--- src/rtl/hart_dbg_tracker.sv ---
module hart_dbg_tracker #(
  parameter int N     = 4,
  parameter int SEL_W = 3
) (
  input  logic             clk,
  input  logic             rst_n,
  input  logic             ctl_wr,
  input  logic             ctl_active,
  input  logic             ctl_halt,
  input  logic             ctl_resume,
  input  logic             ctl_sysrst,
  input  logic [SEL_W-1:0] ctl_sel,
  input  logic             go_set,
  input  logic             nt_halted,
  input  logic             nt_going,
  input  logic             nt_resuming,
  input  logic             nt_exception,
  input  logic [SEL_W-1:0] nt_id,
  output logic [N-1:0]     halt_req,
  output logic [N-1:0]     resume_req,
  output logic [N-1:0]     go_flag,
  output logic [N-1:0]     hart_rst,
  output logic             busy_release,
  output logic             exc_err,
  output logic             active,
  output logic [SEL_W-1:0] cur_sel,
  output logic             cur_halt,
  output logic [31:0]      status
);
  localparam logic [3:0] VERSION = 4'd2;

  logic [N-1:0] sel_oh, id_oh, wr_oh, halted, resack;
  logic         wr_on, wr_off, sel_ok, sel_halted, sel_ack;

  assign wr_on  = ctl_wr & ctl_active;
  assign wr_off = ctl_wr & ~ctl_active;

  for (genvar i = 0; i < N; i++) begin : g_hart
    assign sel_oh[i] = (cur_sel == SEL_W'(i));
    assign id_oh[i]  = (nt_id   == SEL_W'(i));
    assign wr_oh[i]  = (ctl_sel == SEL_W'(i));

    always_ff @(posedge clk or negedge rst_n) begin
      if (!rst_n) begin
        halted[i]     <= 1'b0;
        resack[i]     <= 1'b0;
        resume_req[i] <= 1'b0;
        go_flag[i]    <= 1'b0;
        halt_req[i]   <= 1'b0;
        hart_rst[i]   <= 1'b0;
      end else begin
        if (nt_halted && id_oh[i])        halted[i] <= 1'b1;
        else if (nt_resuming && id_oh[i]) halted[i] <= 1'b0;

        if (wr_on && ctl_resume && wr_oh[i]) begin
          resume_req[i] <= 1'b1;
          resack[i]     <= 1'b0;
        end else if (nt_resuming && id_oh[i]) begin
          resume_req[i] <= 1'b0;
          resack[i]     <= 1'b1;
        end

        if (go_set && sel_oh[i])        go_flag[i] <= 1'b1;
        else if (nt_going && sel_oh[i]) go_flag[i] <= 1'b0;

        if (wr_off)                  halt_req[i] <= 1'b0;
        else if (wr_on && wr_oh[i])  halt_req[i] <= ctl_halt;

        hart_rst[i] <= wr_on && ctl_sysrst && wr_oh[i];
      end
    end
  end

  always_ff @(posedge clk or negedge rst_n) begin
    if (!rst_n) begin
      cur_sel      <= '0;
      active       <= 1'b0;
      exc_err      <= 1'b0;
      busy_release <= 1'b0;
    end else begin
      if (ctl_wr) begin
        active  <= ctl_active;
        cur_sel <= ctl_active ? ctl_sel : '0;
      end
      if (wr_off)            exc_err <= 1'b0;
      else if (nt_exception) exc_err <= 1'b1;
      busy_release <= nt_halted && |(id_oh & sel_oh & ~go_flag);
    end
  end

  assign sel_ok     = |sel_oh;
  assign sel_halted = |(sel_oh & halted);
  assign sel_ack    = |(sel_oh & resack);
  assign cur_halt   = |(sel_oh & halt_req);

  always_comb begin
    status      = '0;
    status[3:0] = VERSION;
    status[7]   = 1'b1;
    status[8]   = sel_ok & sel_halted;
    status[9]   = sel_ok & sel_halted;
    status[10]  = sel_ok & ~sel_halted;
    status[11]  = sel_ok & ~sel_halted;
    status[14]  = ~sel_ok;
    status[15]  = ~sel_ok;
    status[16]  = sel_ok & sel_ack;
    status[17]  = sel_ok & sel_ack;
  end
endmodule

--- config.mk ---
export PLATFORM = sky130hd
export DESIGN_NAME = hart_dbg_tracker
export DESIGN_NICKNAME = d
export VERILOG_FILES = /design/src/rtl/hart_dbg_tracker.sv
export SDC_FILE = /design/constraint.sdc
export NUM_CORES = 1
export LEC_CHECK = 0
export BUFFER_PORTS_ARGS = -buffer_cell sky130_fd_sc_hd__buf_2
export CAP_MARGIN = 20
export CORE_MARGIN = 4
export CORE_UTILIZATION = 42
export CTS_BUF_LIST = sky130_fd_sc_hd__clkbuf_16
export DETAILED_ROUTE_END_ITERATION = 16
export PLACE_DENSITY = 0.82
export SLEW_MARGIN = 20
export SYNTH_ARGS = -nofsm -noshare
export SYNTH_HDL_FRONTEND = slang
export SYNTH_SLANG_ARGS = --single-unit
--- constraint.sdc ---
create_clock -name clk -period 1.6 [get_ports clk]
set_input_delay 0.4 -clock clk [delete_from_list [all_inputs] [get_ports clk]]
set_output_delay 0.4 -clock clk [all_outputs]
set_load 0.05 [all_outputs]
After elaboration in Yosys (flattened, before gate mapping)
Cells that the tools add are included.

Flip-flop bits (word level): 30. Logic and storage cells: 146.

Bitwise operators: 14. Mux-type cells: 39. Equal/unequal tests: 9. Reduce and logical (&&, ||, !) cells: 56.

Operator list (number): 1-bit 2-to-1 mux (38); 2-bit nonzero test (17); 1-bit logical AND (31); 4-bit bitwise AND (5); 4-bit OR reduction (5); 3-bit by 2-bit == test with 1-bit output (second input constant) (6); 3-bit by 1-bit == test with 1-bit output (second input constant) (3); 3-bit zero test (3); 1-bit bitwise AND (5); 4-bit NOT (1); 3-bit 2-to-1 mux (1); 1-bit NOT (3).

Logic depth before layout (Yosys ltp)
Gate-level depths: netlist of the first run.

Depth in word-level cells: 5. Mapped depth: 4.

Least setup slack after synthesis of the first run
Ideal clock, no wire load.

Path type: flip-flop to output port. Start: reg cur_sel[1]. End: out status[11]. Stages on the path, launching flop included: 5. Data required time: 1.200 ns. Arrival time: 2.309 ns. Buffers on the path: 2. Slack: -1.109 ns. Cells stage by stage: dfrtp_1 -> clkbuf_1 -> mux4_2 -> nor2_1 -> buf_4.

Longest elaborated chain between the ends: 5. Elaborated cells between the ends (all ways): 9. Classes of those cells: eq/ne: 3; bitwise: 3; reduce/logical: 3.

Ends and longest elaborated chain: start, declared (RTL line 26) `output logic [SEL_W-1:0] cur_sel,`; start signal, assigned (RTL line 83) `cur_sel <= ctl_active ? ctl_sel : '0;`; 3-bit by 1-bit == test with 1-bit output, or another cell as far along (RTL line 39) `assign sel_oh[i] = (cur_sel == SEL_W'(i));`; 4-bit bitwise AND (RTL line 92) `assign sel_halted = |(sel_oh & halted);`; 4-bit OR reduction (RTL line 92); 1-bit NOT; 1-bit bitwise AND *; end, declared (RTL line 28) `output logic [31:0] status`.

Mark *: on every way between the ends. The rest lies on a longest branch, timed or not.

Worst setup path in the final report of the first run
Start: reg cur_sel[0]. End: out status[8].

Longest elaborated chain between the ends: 4. Elaborated cells between the ends (all ways): 8. Classes of those cells: eq/ne: 3; bitwise: 2; reduce/logical: 3.

Ends and longest elaborated chain: 3-bit by 1-bit == test with 1-bit output, or another cell as far along (RTL line 39); 4-bit bitwise AND (RTL line 92); 4-bit OR reduction (RTL line 92); 1-bit bitwise AND * (RTL line 100) `status[8] = sel_ok & sel_halted;`.

Marks and branches as above.

==> impl_summary.md, run 1 <==
Run status
The run finished, with violations left. The checks that failed: negative setup slack.

STA
The number of pins with negative max-slew slack in the final report is 0. Dividing the final minimum period by the clock period gives 123.3%. The number of endpoints with negative hold slack in the final report came to 0.

The number of failing setup endpoints in the final timing report is 7. Once routing completed, OpenROAD measured the worst setup slack at -0.3722 ns. Setup repair after global routing could not meet its margin everywhere. The post-layout minimum cycle time is 1.972 ns.

For this run, the top clock speed supported by timing is 0.5071 GHz. The clock arrives with 0.004494 ns of skew.

Route
Wire segments on met2 add up to 1844 µm in the final route. Using the TritonRoute via totals, the vias-per-cell ratio works out to 4.966. The met3 wire length is 289 µm.

The number of design-rule violations left by the first detailed-router iteration is 79. The wire length per cell is 13.84 µm. After detailed routing, the wire length on met1 is 1448 µm. The highest metal layer carrying signal wires in the routed design is met4. The detailed-routing iteration count for the pre-antenna-repair pass is 4. Summed over all layers, the routed wires come to 3627 µm. For this run, design rule violations remaining after detail routing come to 0. The count of nets left with antenna violations once routing finished came out at 0.

The total via count after detailed routing is 1,301.

Yosys
In the synthesized netlist the dominant register cell turns out to be sky130_fd_sc_hd__dfrtp_1. By area the synthesized netlist is led by sky130_fd_sc_hd__dfrtp_1, sky130_fd_sc_hd__buf_4, sky130_fd_sc_hd__mux4_2, sky130_fd_sc_hd__a22o_1, sky130_fd_sc_hd__nand3_1. Counting every instance in the synthesized netlist gives 159. The synthesized design contains 0 enable-type register cells. The number of register bits inferred by synthesis is 30. The top cell type by area accounts for 45.91% of the synthesized area. The share of flip-flops with an asynchronous set or reset after synthesis is 100.0%. The most frequent cell after synthesis is sky130_fd_sc_hd__dfrtp_1. The synthesized design spends more area on one cell type than any other, namely sky130_fd_sc_hd__dfrtp_1. Yosys printed 0 warnings. Yosys mapped the design onto 36 distinct sky130hd cell types. The average instance area after synthesis is 10.29 µm². The cell area after technology mapping is 1635 µm². The post-synthesis sequential area ratio is 45.91%. After synthesis, the most frequently instantiated cells are sky130_fd_sc_hd__dfrtp_1, sky130_fd_sc_hd__buf_4, sky130_fd_sc_hd__nand3_1, sky130_fd_sc_hd__nor2_1.

Global route
The global route total overflow is 0. The initial antenna violation count came to 0. The number of global-route vias before repair is 1,224.

The pin count of the biggest net entering global routing is 22. Global routing used 15.35% of the available tracks. The first global-routing pass estimated 6044 µm of wire.

Final layout
Cells with a size suffix above 1 make up 40.19% of the layout. The layout-stage area growth over the synthesis result is 28.46%. The area occupied by registers is 754.5 µm². Summing all non-filler instances in the final layout gives an area of 2101 µm².

The count of filler cells inserted in the layout is 335. The utilization of the core after routing is 56.53%. For this run, the post-layout net count is 231. The total inserted antenna cells is 0. The area taken by multi-input logic gates is 699.4 µm².

Setup path
The dominant delay contributor by cell family on the critical path is multiplexers. The delay of the slowest critical-path stage is 0.56 ns. STA classifies the critical path startpoint as a flip-flop. The cell type of the slowest stage on the worst timing path is sky130_fd_sc_hd__mux4_2. The number of buffers and inverters on the critical path is 1. The worst-path maximum fanout is 4.

The required time of the critical path is 1.20 ns. For the worst setup path, the data arrival time is 1.57 ns. The critical path goes through mux4_2 -> and2_4 -> buf_6. The worst setup path is of the flip-flop to primary output kind. STA classifies the critical path endpoint as a primary output.

Floorplan
In this run the standard cell core region covers 3716 µm². The overall die height is 70.40 µm. The total I/O pin count is 73.

The starting density of the core is 44.01%. The die covers 4956 µm². The die width is 70.40 µm. The floorplan has 22 rows.

Clock tree
The number of buffers inserted by hold repair at cts is 0. The clock reaches the later pin of the worst-skew pair after 0.28 ns. Buffers inserted during clock tree synthesis total 5. Counting every sink on the clock net gives 30.

The level count of the clock H-tree is 2. The maximum clock path buffer count is 2. After clock tree synthesis, the clock-pin slew on the worst setup and hold paths is 0.05 ns. The clock tree from TritonCTS is yes. The library cell used as clock root buffer is sky130_fd_sc_hd__clkbuf_16.

Place
Summing all placed instances gives a cell area of 1872 µm². Buffers placed on the I/O ports in this run total 48. Once detailed placement completed, the half-perimeter wirelength came to 2735 µm. Routability-driven placement finished with a final weighted congestion of 0.8331.

Flow run
The max-capacitance violation count is 0.

Pwr
For this design the ratio of total power to cell area is 1409 nW/µm². The total design power is 2.959 mW. The static leakage is 1.091 nW. Across the VDD grid, the largest voltage drop is 0.8090 mV.

Hold path
The type of the worst min-delay path is primary input to async pin.
worst reg2reg max path: stages (launching register included):
cell and delay, ns:
sky130_fd_sc_hd__dfrtp_2 0.42, sky130_fd_sc_hd__buf_4 0.21, sky130_fd_sc_hd__and3b_2 0.19, sky130_fd_sc_hd__o211ai_1 0.11, sky130_fd_sc_hd__a2111oi_2 0.36
cell families (layout without fill, tap and decap cells):
logic type / count (synthesis) / count (layout) / synth area share [%]
AND/OR/NAND/NOR: 49 / 49 / 16.91
buffers and inverters: 44 / 77 / 17.60
flip-flops: 30 / 30 / 45.91
AO/OA/AOI/OAI: 28 / 28 / 13.08
multiplexers: 6 / 6 / 6.044
other: 2 / 24 / 0.4592
cell usage in the layout, fill, tap and decap left out, types with 3 or more instances in the layout:
cell / count
sky130_fd_sc_hd__buf_2: 40
sky130_fd_sc_hd__o21ai_0: 4
sky130_fd_sc_hd__nand2_1: 9
sky130_fd_sc_hd__buf_4: 12
sky130_fd_sc_hd__clkbuf_16: 5
sky130_fd_sc_hd__conb_1: 24
sky130_fd_sc_hd__mux4_2: 3
sky130_fd_sc_hd__inv_1: 9
sky130_fd_sc_hd__buf_6: 6
sky130_fd_sc_hd__dfrtp_2: 3
sky130_fd_sc_hd__nor2_1: 9
sky130_fd_sc_hd__dfrtp_1: 27
sky130_fd_sc_hd__a21oi_1: 5
sky130_fd_sc_hd__and2_4: 3
sky130_fd_sc_hd__a32o_1: 4
sky130_fd_sc_hd__nand3_1: 10
sky130_fd_sc_hd__a22o_1: 6
per-stage QoR:
stage,cells,hold WS [ns],setup WS [ns],TNS [ns]
finish,262,0.06900,-0.3722,-2.429
detailed placement,254,0.3738,-0.2012,-1.000
CTS,263,0.08155,-0.3841,-2.514
floorplan,181,0.1044,-0.4589,-2.229
global placement,254,0.3680,-0.1889,-0.9334
global route,262,0.1069,-0.4317,-2.849
final cells by class:
type	instances	area share, %
Sequential cell	30	35.91
Clock buffer	5	5.956
Clock inverter	3	1.906
Inverter	9	1.608
Timing Repair Buffer	60	18.46
Tap cell	48	2.859
Multi-Input combinational cell	107	33.29
repair_timing:
| action | CTS | global route |
|---|---|---|
| endpoints found under the setup margin | 7 | 9 |
| resized for setup | 18 | 2 |
| pin swaps | 2 | 1 |
| buffers inserted | 1 | 0 |
final timing paths:
check,from,to,slack (ns),depth (start not counted)
setup reg to reg,cur_sel[0],busy_release,0.21,4
hold reg to reg,resume_req[1],resume_req[1],0.48,1
setup / recovery,cur_sel[0],status[8],-0.37,3
max in group asynchronous,rst_n,halt_req[2],1.06,2
hold / removal,rst_n,halted[0],0.07,1
min in group clk,nt_id[2],busy_release,0.34,2
power breakdown:
part / switching [mW] / leakage, nW / total (mW) / internal, mW
combinational: 0.695 / 0.638 / 0.987 / 0.292
sequential: 0.0641 / 0.370 / 0.925 / 0.861
clock: 0.320 / 0.0836 / 1.05 / 0.726
total: 1.08 / 1.09 / 2.96 / 1.88
routing by layer:
metal | up-vias | track usage [%]
li1 | 605 | -
met1 | 633 | 19.82
met2 | 59 | 24.01
met3 | 4 | 5.180
met4 | 0 | 5.106
met5 | - | 0
sequential cells by signal, summed over array words and instances, names as in the netlist:
signal        count
halt_req          4
cur_sel           3
halted            4
exc_err           1
resume_req        4
go_flag           4
active            1
resack            4
busy_release      1
hart_rst          4
No activity file was read; power rests on OpenSTA's default activity.
==> inputs of run 2 (changes only) <==
Settings changed: BUFFER_PORTS_ARGS -buffer_cell sky130_fd_sc_hd__buf_2 to not set, CORE_UTILIZATION 42 to 56, DONT_BUFFER_PORTS set to 1, PLACE_DENSITY 0.82 to 0.81.
==> impl_summary.md, run 2 (synthesis results as in run 1) <==
Run status
The flow ran to the end, but the final reports show violations. The checks that failed: negative setup slack.

Floorplan
The die footprint came to 3849 µm² (-22%). The starting density of the core is 58.79% (+15 points). The standard-cell row count is 19 (-14%).

The total I/O pin count came to 73 (unchanged). The core box area is 2781 µm² (-25%). The overall die height is 62.04 µm (-12%). The die width is 62.04 µm (-12%).

Setup path
The required time of the critical path was 1.20 ns (about the same). The worst setup path is launched from a flip-flop. The worst register-to-register path begins at cur_sel[0]. In this design, the largest share of critical-path delay is due to multiplexers.

The endpoint identified for the worst register-to-register timing path is busy_release. The setup slack of the most critical reg-to-reg path is 0.04 ns (-0.17 ns). The cell type of the slowest stage on the worst timing path is sky130_fd_sc_hd__mux4_2. The arrival time of the worst setup path was 1.52 ns (-0.05 ns).

The delay of the slowest critical-path stage was 0.48 ns (-0.08 ns). The worst-path maximum fanout is 3 (-1). The worst setup path is of the flip-flop to primary output kind. The signal on the critical path passes through buf_6 -> mux4_2 -> and2_4.

The cell count of the worst reg-to-reg path is 6 (+2). STA classifies the critical path endpoint as a primary output. The combined buffer and inverter count along the critical path is 1 (unchanged).

Hold path
The min-delay analysis places its worst path in the category primary input to flip-flop. The startpoint identified for the worst hold timing path is ctl_sel[0]. The end point of the worst hold path is hart_rst[0]. The hold-critical path depth is 1.

Route
The ratio of routed vias to standard cells is 5.755 (+16%). The number of design-rule violations left by the first detailed-router iteration is 33 (-58%). The detailed-routing iteration count for the pre-antenna-repair pass is 4 (unchanged).

The total via count after detailed routing is 1,174 (-9.8%). The antenna violation net count after detailed routing is 0 (unchanged). The total wirelength of the detailed-routed design is 3556 µm (-2.0%). The number of remaining DRC errors was 0 (unchanged). The wire length per cell was 17.43 µm (+26%).

Clock tree
The total clock buffers created by CTS is 5 (unchanged). The maximum clock path buffer count came to 2 (unchanged). The clock-pin slew on the worst setup and hold paths is 0.05 ns (about the same).

The clock sink count is 30 (unchanged). The library cell used as clock root buffer is sky130_fd_sc_hd__clkbuf_16. The level count of the clock H-tree is 2 (unchanged). The clock latency on the worst-skew pair is 0.27 ns (about the same). TritonCTS built the clock tree.

STA
The top achievable clock speed is 0.5210 GHz (+2.7%). The sum of negative setup slack is -2.063 ns (+0.3664 ns). For the pin with the worst max-slew slack, the measured transition is 0.5040 ns.

The post-layout minimum cycle time is 1.920 ns (-0.05264 ns). The number of endpoints with negative hold slack in the final report was 0 (unchanged). The number of pins with negative max-slew slack in the final report is 0 (unchanged).

The final setup skew is 0.001966 ns (-0.002528 ns). The worst max-slew margin expressed relative to the limit is 66.40%. The final critical-path setup slack is -0.3195 ns (+0.05264 ns). Setup repair after global routing could not meet its margin everywhere. The final worst-path cycle share was 120.0% (-3.3 points). The final-layout worst hold slack was 0.1901 ns (+0.1211 ns).

The number of failing setup endpoints in the final timing report is 7 (unchanged).

Global route
The initial antenna violation count is 0 (unchanged). The total global routing track utilization is 20.88% (+5.5 points). The number of global-route vias before repair was 1,165 (-4.8%). The first-pass GRT wire length is 5616 µm (-7.1%). The pin count of the biggest net entering global routing came to 31 (+41%). The global route total overflow was 0 (unchanged).

Pwr
The maximum VDD drop is 1.266 mV (+57%). The cell area power density is 1527 nW/µm² (+8.4%). The static leakage is 0.9111 nW (-16%). The switching component of the power is 1.054 mW (-2.4%). The relative contribution of the clock network to total power is 36.7% (+1.3 points). The share of total power in combinational logic was 28.8% (-4.6 points). The internal power consumption was 1.826 mW (-2.8%). The register share of total power is 34.5% (+3.2 points).

The switching share of power is 36.60% (+0.11 points).

Flow run
The max-capacitance violation count is 0 (unchanged).

Final layout
The total inserted antenna cells is 0 (unchanged). The layout-stage area growth over the synthesis result is 15.38%. The total number of nets in the final design is 190 (-18%). The leading cell type in the layout, fill and taps excluded is sky130_fd_sc_hd__dfrtp_1. The fraction of layout instances using a drive strength above 1 was 26.01% (-14 points). Leaving out fill and tap cells, the most frequent cells in the layout are sky130_fd_sc_hd__dfrtp_1, sky130_fd_sc_hd__conb_1, sky130_fd_sc_hd__buf_4.

Place
The placer congestion estimate came to 0.8231 (-1.2%). The minimum setup slack after placement is -0.09518 ns (+0.1060 ns). The half-perimeter wire length of the detailed placement result is 2629 µm (-3.9%). The count of input and output buffers came to 0 (-100%).
[run 2: cell types whose count changed in the layout (fill, tap and decap cells not counted), sizes merged]
cell / before / now
dlygate4sd3: 0 / 1
buf: 60 / 18
[run 2: worst max path at each step]
stage	cells after the start	to	from
floorplan	3	status[9]	cur_sel[0]
global placement	2	status[9]	cur_sel[0]
detailed placement	2	status[8]	cur_sel[0]
CTS	3	status[17]	cur_sel[0]
global route	3	status[16]	cur_sel[0]
finish	3	status[17]	cur_sel[0]
[run 2: power groups by stage]
stage	sequential, mW	clock [mW]	combinational (mW)
after floorplan	1.15	0	0.579
after global placement	0.999	0	0.778
after detailed placement	1.00	0	0.790
after CTS	0.994	1.07	0.826
after global routing	1.01	1.11	0.879
final	0.994	1.06	0.830
[run 2: final cells by class]
class,count,area (µm²)
clock buffer,5,125.1
sequential,30,754.5
fill,191,894.6
tap,31,38.79
timing repair buffer,19,190.2
clock inverter,3,40.04
inverter,9,33.78
multi-input combinational,107,704.4
[run 2: metrics by stage]
step	cells	utilization [%]	total power, mW	cell area, µm²
floorplan	181	-	1.732	1749
global placement	193	59.42	1.778	1653
detailed placement	193	59.42	1.794	1653
CTS	204	67.34	2.886	1873
global route	204	67.84	2.994	1887
finish	204	67.84	2.880	1887
[run 2: layer usage]
layer  GRT usage, %  up-vias  part of all wire (%)
met5              0        -                     0
met4          11.52        0                   1.9
met3          8.264        8                   9.4
met2          31.21       60                    51
met1          25.81      581                    38
li1               -      525                     -
[run 2: timing repair]
action	in CTS	in global routing
endpoints found under the setup margin	9	8
gates cloned	0	0
hold buffers	2	0
pin swaps	2	1
resized for setup	5	3
hold endpoints to repair	30	0
setup buffers	1	0
